--- config.mk ---
export PLATFORM = sky130hd
export DESIGN_NAME = dcs_payload_inserter
export DESIGN_NICKNAME = d
export VERILOG_FILES = /design/src/rtl/dcs_pkg.sv /design/src/rtl/dcs_buf_select.sv /design/src/rtl/dcs_frame_tracker.sv /design/src/rtl/dcs_pkt_serializer.sv /design/src/rtl/dcs_payload_inserter.sv
export SDC_FILE = /design/constraint.sdc
export NUM_CORES = 1
export LEC_CHECK = 0
export BUFFER_PORTS_ARGS = -buffer_cell sky130_fd_sc_hd__buf_4
export CAP_MARGIN = 20
export CORE_MARGIN = 5
export CORE_UTILIZATION = 43
export DETAILED_ROUTE_END_ITERATION = 8
export GPL_TIMING_DRIVEN = 1
export PLACE_DENSITY = 0.67
export SLEW_MARGIN = 20
export SYNTH_ARGS = -nofsm -noshare
export SYNTH_HDL_FRONTEND = slang
export SYNTH_SLANG_ARGS = --single-unit
--- constraint.sdc ---
create_clock -name clk -period 6.4 [get_ports clk]
set_input_delay 0.64 -clock clk [delete_from_list [all_inputs] [get_ports clk]]
set_output_delay 0.64 -clock clk [all_outputs]
set_load 0.01 [all_outputs]
--- src/rtl/dcs_pkg.sv ---
package dcs_pkg;
  localparam int PIX_W  = 24;
  localparam int BYTE_W = 8;
  localparam logic [BYTE_W-1:0] CMD_WR_START = 8'h2C;
  localparam logic [BYTE_W-1:0] CMD_WR_CONT  = 8'h3C;

  typedef enum logic [0:0] {SER_IDLE, SER_PIX} ser_state_e;

  // Bytes in one packet payload.
  function automatic int unsigned payload_bytes(int unsigned px, logic with_cmd);
    return px * 3 + (with_cmd ? 1 : 0);
  endfunction

  // Two buffers are needed when a packet exceeds one line.
  function automatic logic two_lines_needed(int unsigned wc, int unsigned line_px);
    return wc > line_px * 3;
  endfunction

  function automatic logic [BYTE_W-1:0] cmd_for(logic first_in_frame);
    return first_in_frame ? CMD_WR_START : CMD_WR_CONT;
  endfunction

  // Byte k of a pixel, k = 0 is the most significant (red).
  function automatic logic [BYTE_W-1:0] pix_byte(logic [PIX_W-1:0] p, int unsigned k);
    return p[(2 - k) * BYTE_W +: BYTE_W];
  endfunction
endpackage

--- src/rtl/dcs_buf_select.sv ---
module dcs_buf_select
  import dcs_pkg::*;
#(
  parameter int PIX_CNT_W   = 10,
  parameter int LINE_PIXELS = 1024,
  parameter int WC_W        = PIX_CNT_W + 2
) (
  input  logic [PIX_CNT_W-1:0] cfg_pkt_pixels,
  input  logic                 cfg_auto_cmd,
  input  logic                 cfg_buf_en,
  output logic [WC_W-1:0]      pkt_word_count,
  output logic                 buf_two,
  output logic                 cfg_reject
);
  logic [31:0] wc_full;

  always_comb begin
    wc_full        = payload_bytes(32'(cfg_pkt_pixels), cfg_auto_cmd);
    pkt_word_count = wc_full[WC_W-1:0];
    buf_two        = two_lines_needed(wc_full, LINE_PIXELS);
    cfg_reject     = !cfg_buf_en;
  end
endmodule

--- src/rtl/dcs_frame_tracker.sv ---
module dcs_frame_tracker (
  input  logic clk,
  input  logic rst_n,
  input  logic cfg_te_en,
  input  logic frame_start,
  input  logic te_sync,
  input  logic pkt_start,
  output logic start_ok,
  output logic first_pkt
);
  logic te_seen;

  always_ff @(posedge clk or negedge rst_n) begin
    if (!rst_n) begin
      te_seen   <= 1'b0;
      first_pkt <= 1'b1;
    end else begin
      if (frame_start) begin
        te_seen   <= te_sync;
        first_pkt <= 1'b1;
      end else begin
        te_seen <= te_seen | te_sync;
        if (pkt_start) first_pkt <= 1'b0;
      end
    end
  end

  assign start_ok = (!cfg_te_en || te_seen) && !frame_start;
endmodule

--- src/rtl/dcs_pkt_serializer.sv ---
module dcs_pkt_serializer
  import dcs_pkg::*;
#(
  parameter int PIX_CNT_W = 10
) (
  input  logic                 clk,
  input  logic                 rst_n,
  input  logic                 cfg_auto_cmd,
  input  logic                 cfg_hs,
  input  logic [PIX_CNT_W-1:0] cfg_pkt_pixels,
  input  logic                 reject,
  input  logic                 start_ok,
  input  logic                 first_pkt,
  input  logic                 pix_valid,
  input  logic [PIX_W-1:0]     pix_data,
  output logic                 pix_ready,
  output logic                 pkt_start,
  output logic                 pkt_has_cmd,
  output logic                 out_valid,
  output logic [BYTE_W-1:0]    out_byte,
  output logic                 out_first,
  output logic                 out_last,
  output logic                 out_hs
);
  ser_state_e            st;
  logic [1:0]            idx;
  logic [PIX_CNT_W-1:0]  left;
  logic [BYTE_W-1:0]     g_q, b_q;
  logic                  hs_q;
  logic                  take;

  assign pkt_start = (st == SER_IDLE) && pix_valid && start_ok && !reject
                     && (cfg_pkt_pixels != '0);
  assign pix_ready = !reject && (((st == SER_PIX) && (idx == 2'd0))
                                 || (pkt_start && !cfg_auto_cmd));
  assign take      = pix_ready && pix_valid;
  assign out_hs    = hs_q;

  always_ff @(posedge clk or negedge rst_n) begin
    if (!rst_n) begin
      st          <= SER_IDLE;
      idx         <= 2'd0;
      left        <= '0;
      g_q         <= '0;
      b_q         <= '0;
      hs_q        <= 1'b0;
      pkt_has_cmd <= 1'b0;
      out_valid   <= 1'b0;
      out_byte    <= '0;
      out_first   <= 1'b0;
      out_last    <= 1'b0;
    end else begin
      out_valid <= 1'b0;
      out_first <= 1'b0;
      out_last  <= 1'b0;
      case (st)
        SER_IDLE: begin
          if (pkt_start) begin
            pkt_has_cmd <= cfg_auto_cmd;
            hs_q        <= cfg_hs;
            left        <= cfg_pkt_pixels;
            out_valid   <= 1'b1;
            out_first   <= 1'b1;
            st          <= SER_PIX;
            if (cfg_auto_cmd) begin
              out_byte <= cmd_for(first_pkt);
              idx      <= 2'd0;
            end else begin
              out_byte <= pix_byte(pix_data, 0);
              g_q      <= pix_byte(pix_data, 1);
              b_q      <= pix_byte(pix_data, 2);
              idx      <= 2'd1;
            end
          end
        end
        SER_PIX: begin
          case (idx)
            2'd0: begin
              if (take) begin
                out_valid <= 1'b1;
                out_byte  <= pix_byte(pix_data, 0);
                g_q       <= pix_byte(pix_data, 1);
                b_q       <= pix_byte(pix_data, 2);
                idx       <= 2'd1;
              end
            end
            2'd1: begin
              out_valid <= 1'b1;
              out_byte  <= g_q;
              idx       <= 2'd2;
            end
            default: begin
              out_valid <= 1'b1;
              out_byte  <= b_q;
              idx       <= 2'd0;
              if (left == 1) begin
                out_last <= 1'b1;
                st       <= SER_IDLE;
              end else begin
                left <= left - 1'b1;
              end
            end
          endcase
        end
        default: st <= SER_IDLE;
      endcase
    end
  end
endmodule

--- src/rtl/dcs_payload_inserter.sv ---
module dcs_payload_inserter
  import dcs_pkg::*;
#(
  parameter int PIX_CNT_W   = 10,
  parameter int LINE_PIXELS = 1024
) (
  input  logic                   clk,
  input  logic                   rst_n,
  input  logic                   cfg_auto_cmd,
  input  logic                   cfg_te_en,
  input  logic                   cfg_hs,
  input  logic                   cfg_buf_en,
  input  logic [PIX_CNT_W-1:0]   cfg_pkt_pixels,
  input  logic                   frame_start,
  input  logic                   te_sync,
  input  logic                   pix_valid,
  input  logic [PIX_W-1:0]       pix_data,
  output logic                   pix_ready,
  output logic                   out_valid,
  output logic [BYTE_W-1:0]      out_byte,
  output logic                   out_first,
  output logic                   out_last,
  output logic                   out_hs,
  output logic [PIX_CNT_W+1:0]   pkt_word_count,
  output logic                   buf_two,
  output logic                   cfg_reject
);
  localparam int WC_W = PIX_CNT_W + 2;

  logic start_ok;
  logic first_pkt;
  logic pkt_start;
  logic pkt_has_cmd;

  dcs_buf_select #(
    .PIX_CNT_W(PIX_CNT_W), .LINE_PIXELS(LINE_PIXELS), .WC_W(WC_W)
  ) u_bufsel (
    .cfg_pkt_pixels(cfg_pkt_pixels),
    .cfg_auto_cmd  (cfg_auto_cmd),
    .cfg_buf_en    (cfg_buf_en),
    .pkt_word_count(pkt_word_count),
    .buf_two       (buf_two),
    .cfg_reject    (cfg_reject)
  );

  dcs_frame_tracker u_frame (
    .clk        (clk),
    .rst_n      (rst_n),
    .cfg_te_en  (cfg_te_en),
    .frame_start(frame_start),
    .te_sync    (te_sync),
    .pkt_start  (pkt_start),
    .start_ok   (start_ok),
    .first_pkt  (first_pkt)
  );

  dcs_pkt_serializer #(.PIX_CNT_W(PIX_CNT_W)) u_ser (
    .clk           (clk),
    .rst_n         (rst_n),
    .cfg_auto_cmd  (cfg_auto_cmd),
    .cfg_hs        (cfg_hs),
    .cfg_pkt_pixels(cfg_pkt_pixels),
    .reject        (cfg_reject),
    .start_ok      (start_ok),
    .first_pkt     (first_pkt),
    .pix_valid     (pix_valid),
    .pix_data      (pix_data),
    .pix_ready     (pix_ready),
    .pkt_start     (pkt_start),
    .pkt_has_cmd   (pkt_has_cmd),
    .out_valid     (out_valid),
    .out_byte      (out_byte),
    .out_first     (out_first),
    .out_last      (out_last),
    .out_hs        (out_hs)
  );
endmodule

# Word level (Yosys, flattened, before mapping)

Cells that the tools add are included.

$add $sub $neg: 2
Mux-type cells: 40
Order comparisons: 1
Eq/ne operators: 9
Bitwise logic cells: 2
Reductions and logical operators: 23
Multipliers: 1

Operators with widths:

| operator                                                                           | number |
|---|---|
| 8-bit 2-to-1 mux                                                                   | 11 |
| 8-bit one-hot mux with 2 select lines                                              | 4 |
| 12-bit by 32-bit adder with 32-bit output                                          | 1 |
| 32-bit by 12-bit greater-than comparator with 1-bit output (second input constant) | 1 |
| 10-bit 2-to-1 mux                                                                  | 3 |
| 10-bit one-hot mux with 2 select lines                                             | 1 |
| 1-bit 2-to-1 mux                                                                   | 14 |
| 10-bit by 2-bit multiplier with 12-bit output (second input constant)              | 1 |
| 10-bit by 1-bit == test with 1-bit output (second input constant)                  | 1 |
| 2-bit inequality test (second input constant)                                      | 5 |
| 10-bit nonzero test                                                                | 1 |
| 10-bit by 1-bit subtractor with 10-bit output (second input constant)              | 1 |
| 1-bit logical AND                                                                  | 9 |
| 2-bit one-hot mux with 2 select lines                                              | 2 |
| 5-bit 2-to-1 mux                                                                   | 1 |
| 1-bit logical NOT                                                                  | 4 |
| 2-bit 2-to-1 mux                                                                   | 2 |
| 1-bit one-hot mux with 2 select lines                                              | 2 |
| 2-bit AND reduction                                                                | 2 |
| 4-bit AND reduction                                                                | 1 |
| 3-bit inequality test (second input constant)                                      | 1 |
| 3-bit AND reduction                                                                | 1 |
| 2-bit by 1-bit == test with 1-bit output (second input constant)                   | 1 |
| 2-bit logical NOT                                                                  | 1 |
| 6 further kinds                                                                    | 7 |

Register bits: 43
Output and inout port bits: 27

# Logic depth before layout (Yosys ltp)

Depth in word-level cells: 13
Gate-level depth with buffers: 10

# Modules after synthesis

Synthesis repeated with hierarchy kept, for this count alone.

Cell total of the unflattened synthesis: 274
Area total of the unflattened synthesis: 2,974.1 um^2

Modules (own cells, without submodules):

| module             | area each (um^2) | instances | cells each |
|---|---|---|---|
| dcs_pkt_serializer | 2,393.5          | 1         | 204 |
| dcs_buf_select     | 500.5            | 1         | 62 |
| dcs_frame_tracker  | 80.1             | 1         | 8 |

# Least setup slack after synthesis

OpenSTA, ideal clock, no wires.

Path kind: input to output
Start: input cfg_auto_cmd
End: output buf_two
Required time: 5.760 ns
Stages on the path: 9
Arrival: 2.612 ns
Slack: 3.148 ns
Path through: ha_1 inv_1 fa_1 nor2b_1 o2111ai_1 a21boi_0 nor4_1 a311o_1 o311a_1

Longest elaborated chain between the ends: 3

Ends and longest elaborated chain:

| item                                                       | RTL line                   | RTL |
|---|---|---|
| from (decl)                                                | dcs_payload_inserter.sv:9  | `input logic cfg_auto_cmd,` |
| 1-bit 2-to-1 mux                                           | dcs_pkg.sv:11              | `return px * 3 + (with_cmd ? 1 : 0);` |
| 12-bit by 32-bit adder with 32-bit output                  | dcs_pkg.sv:11              |  |
| net pkt_word_count[8]                                      | dcs_payload_inserter.sv:24 | `output logic [PIX_CNT_W+1:0] pkt_word_count,` |
| 32-bit by 12-bit greater-than comparator with 1-bit output | dcs_pkg.sv:16              | `return wc > line_px * 3;` |
| to (decl)                                                  | dcs_payload_inserter.sv:25 | `output logic buf_two,` |

The timed path passes the listed nets, and every way through them passes these cells.

# Worst setup path in the final report

Start: input cfg_auto_cmd
End: output buf_two

Longest elaborated chain between the ends: 3

Ends and longest elaborated chain:

| item                                                       | RTL line |
|---|---|
| 1-bit 2-to-1 mux                                           | dcs_pkg.sv:11 |
| 12-bit by 32-bit adder with 32-bit output                  | dcs_pkg.sv:11 |
| 32-bit by 12-bit greater-than comparator with 1-bit output | dcs_pkg.sv:16 |

Every way passes these cells.

==> out/results.ini <==
[clock_tree]
path_clk_slew_ns = 0.09
post_cts.repair.setup_buffers = 0
cts.sinks = 43
cts_resized = 0
cts_buffers = 5
cts_root_buf = clkbuf_8
clock_latency_ns = 0.30
hold_buffers = 0
cts_tree = yes
htree_levels = 2
clockBufferDepth = 2

[timing]
hold_violations = 0
maxSlewHeadroom_pct = 36.10
finalSetupTns_ns = 0
fin_skew_ns = 0.007459
fin_crit_sh_pct = 57.69
slew_viol_final = 0
fin_crit_ns = 3.692
max_freq_ghz = 0.2708
hold-worst-slack_ns = 0.3133
setup_viol = 0
worst_slew_pin_slew_ns = 0.9585
rsz0062_at_grt = false

[worst_setup_path]
r2r-end = u_ser.g_q[4]
end_kind = output port
crit_chain = buf_4 > ha_1 > inv_1 > fa_1 > nor2b_1 > o2111ai_1 > a21boi_0 > nor4_1 > a311o_1 > o311a_1 > buf_4
crit_arrival_ns = 3.05
cp_max_fo = 7
setup.worst_path.start_class = input pin
crit_top_cell = buf_4
rrSetupSlack_ns = 3.43
max_stage_delay_ns = 0.40
crit_buf_inv = 3
required_ns = 5.76
crit_slowest_cell = fa_1
r2r_cells = 6
reg2reg_from = u_ser.st
critical_path_class = in -> out
crit_family = compound AO/OA/AOI/OAI gates

[global_routing]
grt_pass1_wl_um = 9908
grt_pass1_vias = 2094
grt_max_degree = 44
antenna_found_initial = 0
overflow = 0
grt_usage_pct = 15.98

[logic_synthesis]
synthCells = 278
synth_cell_type_count = 52
syn_area_per_cell_um2 = 9.623
ys_seq_elements = 43
synthFlopType = dfrtp_1
yosysWarnings = 0
synthDominantCellAreaShare_pct = 39.29
yosys-top-cells-area = dfrtp_1 (39%), ha_1 (8.9%), mux2_2 (6.7%), o21ai_0 (3.9%), inv_1 (3.4%)
async_reset_ff_share_pct = 100.0
synth_nets = 341
yosysTopAreaCell = dfrtp_1
synthesis.area_um2 = 2675
synth-edff-count = 0
yosysSeqAreaShare_pct = 40.27

[detailed_routing]
wl_per_cell_um = 14.69
vias = 2282
drc = 0
routed_wl_um = 6154
drtAntennaViolNets = 0
firstDrtPassIters = 4
viasPerCell = 5.446
drt_iter0_drc = 129

[placed_design]
io_buffer_count = 69
placed_cells = 411
gp_congestion = 0.8173
dp_hpwl_um = 4720

[power]
powerDensity_nw_per_um2 = 379.8
swShare_pct = 37.36
ir_drop_uv = 202.5
p_switching_mw = 0.4776
p_seq_share_pct = 39.2
power_leakage_nw = 1.648
power_frac_comb_pct = 43.6
p_int_mw = 0.8008
power_frac_clock_pct = 17.3

[final_layout]
postLayoutCoreUtil_pct = 56.18
syn_to_final_growth_pct = 25.82
final_common_cell = buf_4
diodes = 0
final_cell_mix = buf_4 (71), dfrtp_1 (42), inv_1 (24), nand2_1 (22), o21ai_0 (21)
nets = 406
final_cells = 419
drive_gt1_share_pct = 29.36
fillers = 556

[die]
core_um2 = 5991
die_h_um = 88.88
dieArea_um2 = 7899
io_pins = 70
rows = 28
die-width_um = 88.88
initial_core_util_pct = 44.65

[run_status]
status = complete, no violations

[flow_run]
drv_cap = 0

[worst_hold_path]
hp-class = in -> async

-- power groups by stage --
stage	clock (mW)	sequential [mW]	combinational, mW
after floorplan	0	0.464	0.410
after global placement	0	0.501	0.551
after detailed placement	0	0.505	0.562
after CTS	0.223	0.500	0.563
after global routing	0.236	0.521	0.627
final	0.221	0.501	0.557
-- cell families (layout without fill, tap and decap cells) --
family / count (synthesis) / in the layout / share of synthesized area, %
fa+ha+maj: 20 / 20 / 9.635
simple gates: 67 / 67 / 12.91
mux: 22 / 22 / 8.980
buf+inv: 37 / 103 / 5.379
compound gates: 84 / 84 / 21.19
xor+xnor: 5 / 5 / 1.637
flops: 43 / 43 / 40.27
-- cells in the mapped netlist, types with 3 or more instances --
library cell	n
clkbuf_1	9
o22ai_1	7
nor2b_1	3
xor2_1	3
nor2_1	7
nor3_1	8
mux2i_1	6
o211ai_1	5
dfrtp_1	42
o21ai_0	21
nand3_1	8
o31ai_1	3
or3_1	3
a21oi_1	12
a21o_1	6
mux2_2	16
nand2_1	22
inv_1	24
a22o_1	4
buf_2	4
a22oi_1	4
ha_1	19
a221oi_1	3
-- flip-flops by register name, summed over array words and instances (netlist names) --
signal and cells:
u_frame.first_pkt 1, u_ser.out_last 1, u_ser.st 1, u_ser.idx 2, u_ser.out_byte 8, u_ser.out_first 1
u_ser.b_q 8, u_ser.out_valid 1, u_ser.left 10, u_ser.out_hs 1, u_ser.g_q 8, u_frame.te_seen 1
-- through the flow --
step	setup slack (ns)	total power [mW]	instance area, um2
after floorplan	3.148	0.8742	2675
after global placement	2.758	1.052	3248
after detailed placement	2.734	1.067	3248
after CTS	2.715	1.286	3366
after global routing	2.620	1.384	3366
final	2.708	1.278	3366
-- worst max-delay path by stage --
stage	start	endpoint	slack, ns	cells past startpoint
after CTS	cfg_auto_cmd	buf_two	2.72	11
after global routing	cfg_auto_cmd	buf_two	2.62	11
after global placement	cfg_auto_cmd	buf_two	2.76	11
after floorplan	cfg_auto_cmd	buf_two	3.15	9
final	cfg_auto_cmd	buf_two	2.71	11
after detailed placement	cfg_auto_cmd	buf_two	2.73	11
-- layer usage --
metal / vias up / global-route usage, % / wire length, um / part of all wire (%)
li1: 1146 / - / - / -
met1: 1080 / 23.59 / 2977 / 48
met2: 49 / 24.09 / 2824 / 46
met3: 7 / 2.607 / 285 / 4.6
met4: 0 / 4.533 / 66 / 1.1
met5: - / 0 / 0 / 0
-- cell type report --
type	instances	area (um2)	area share, %
repair buffers	71	533.0	15.84
multi-input cells	198	1454	43.20
flip-flops and latches	43	1077	32.01
well taps	75	93.84	2.788
inverters	24	90.09	2.677
clock buffers	6	82.58	2.454
clock inverters	2	35.03	1.041
Note: power is estimated with default switching activity, not from simulation.
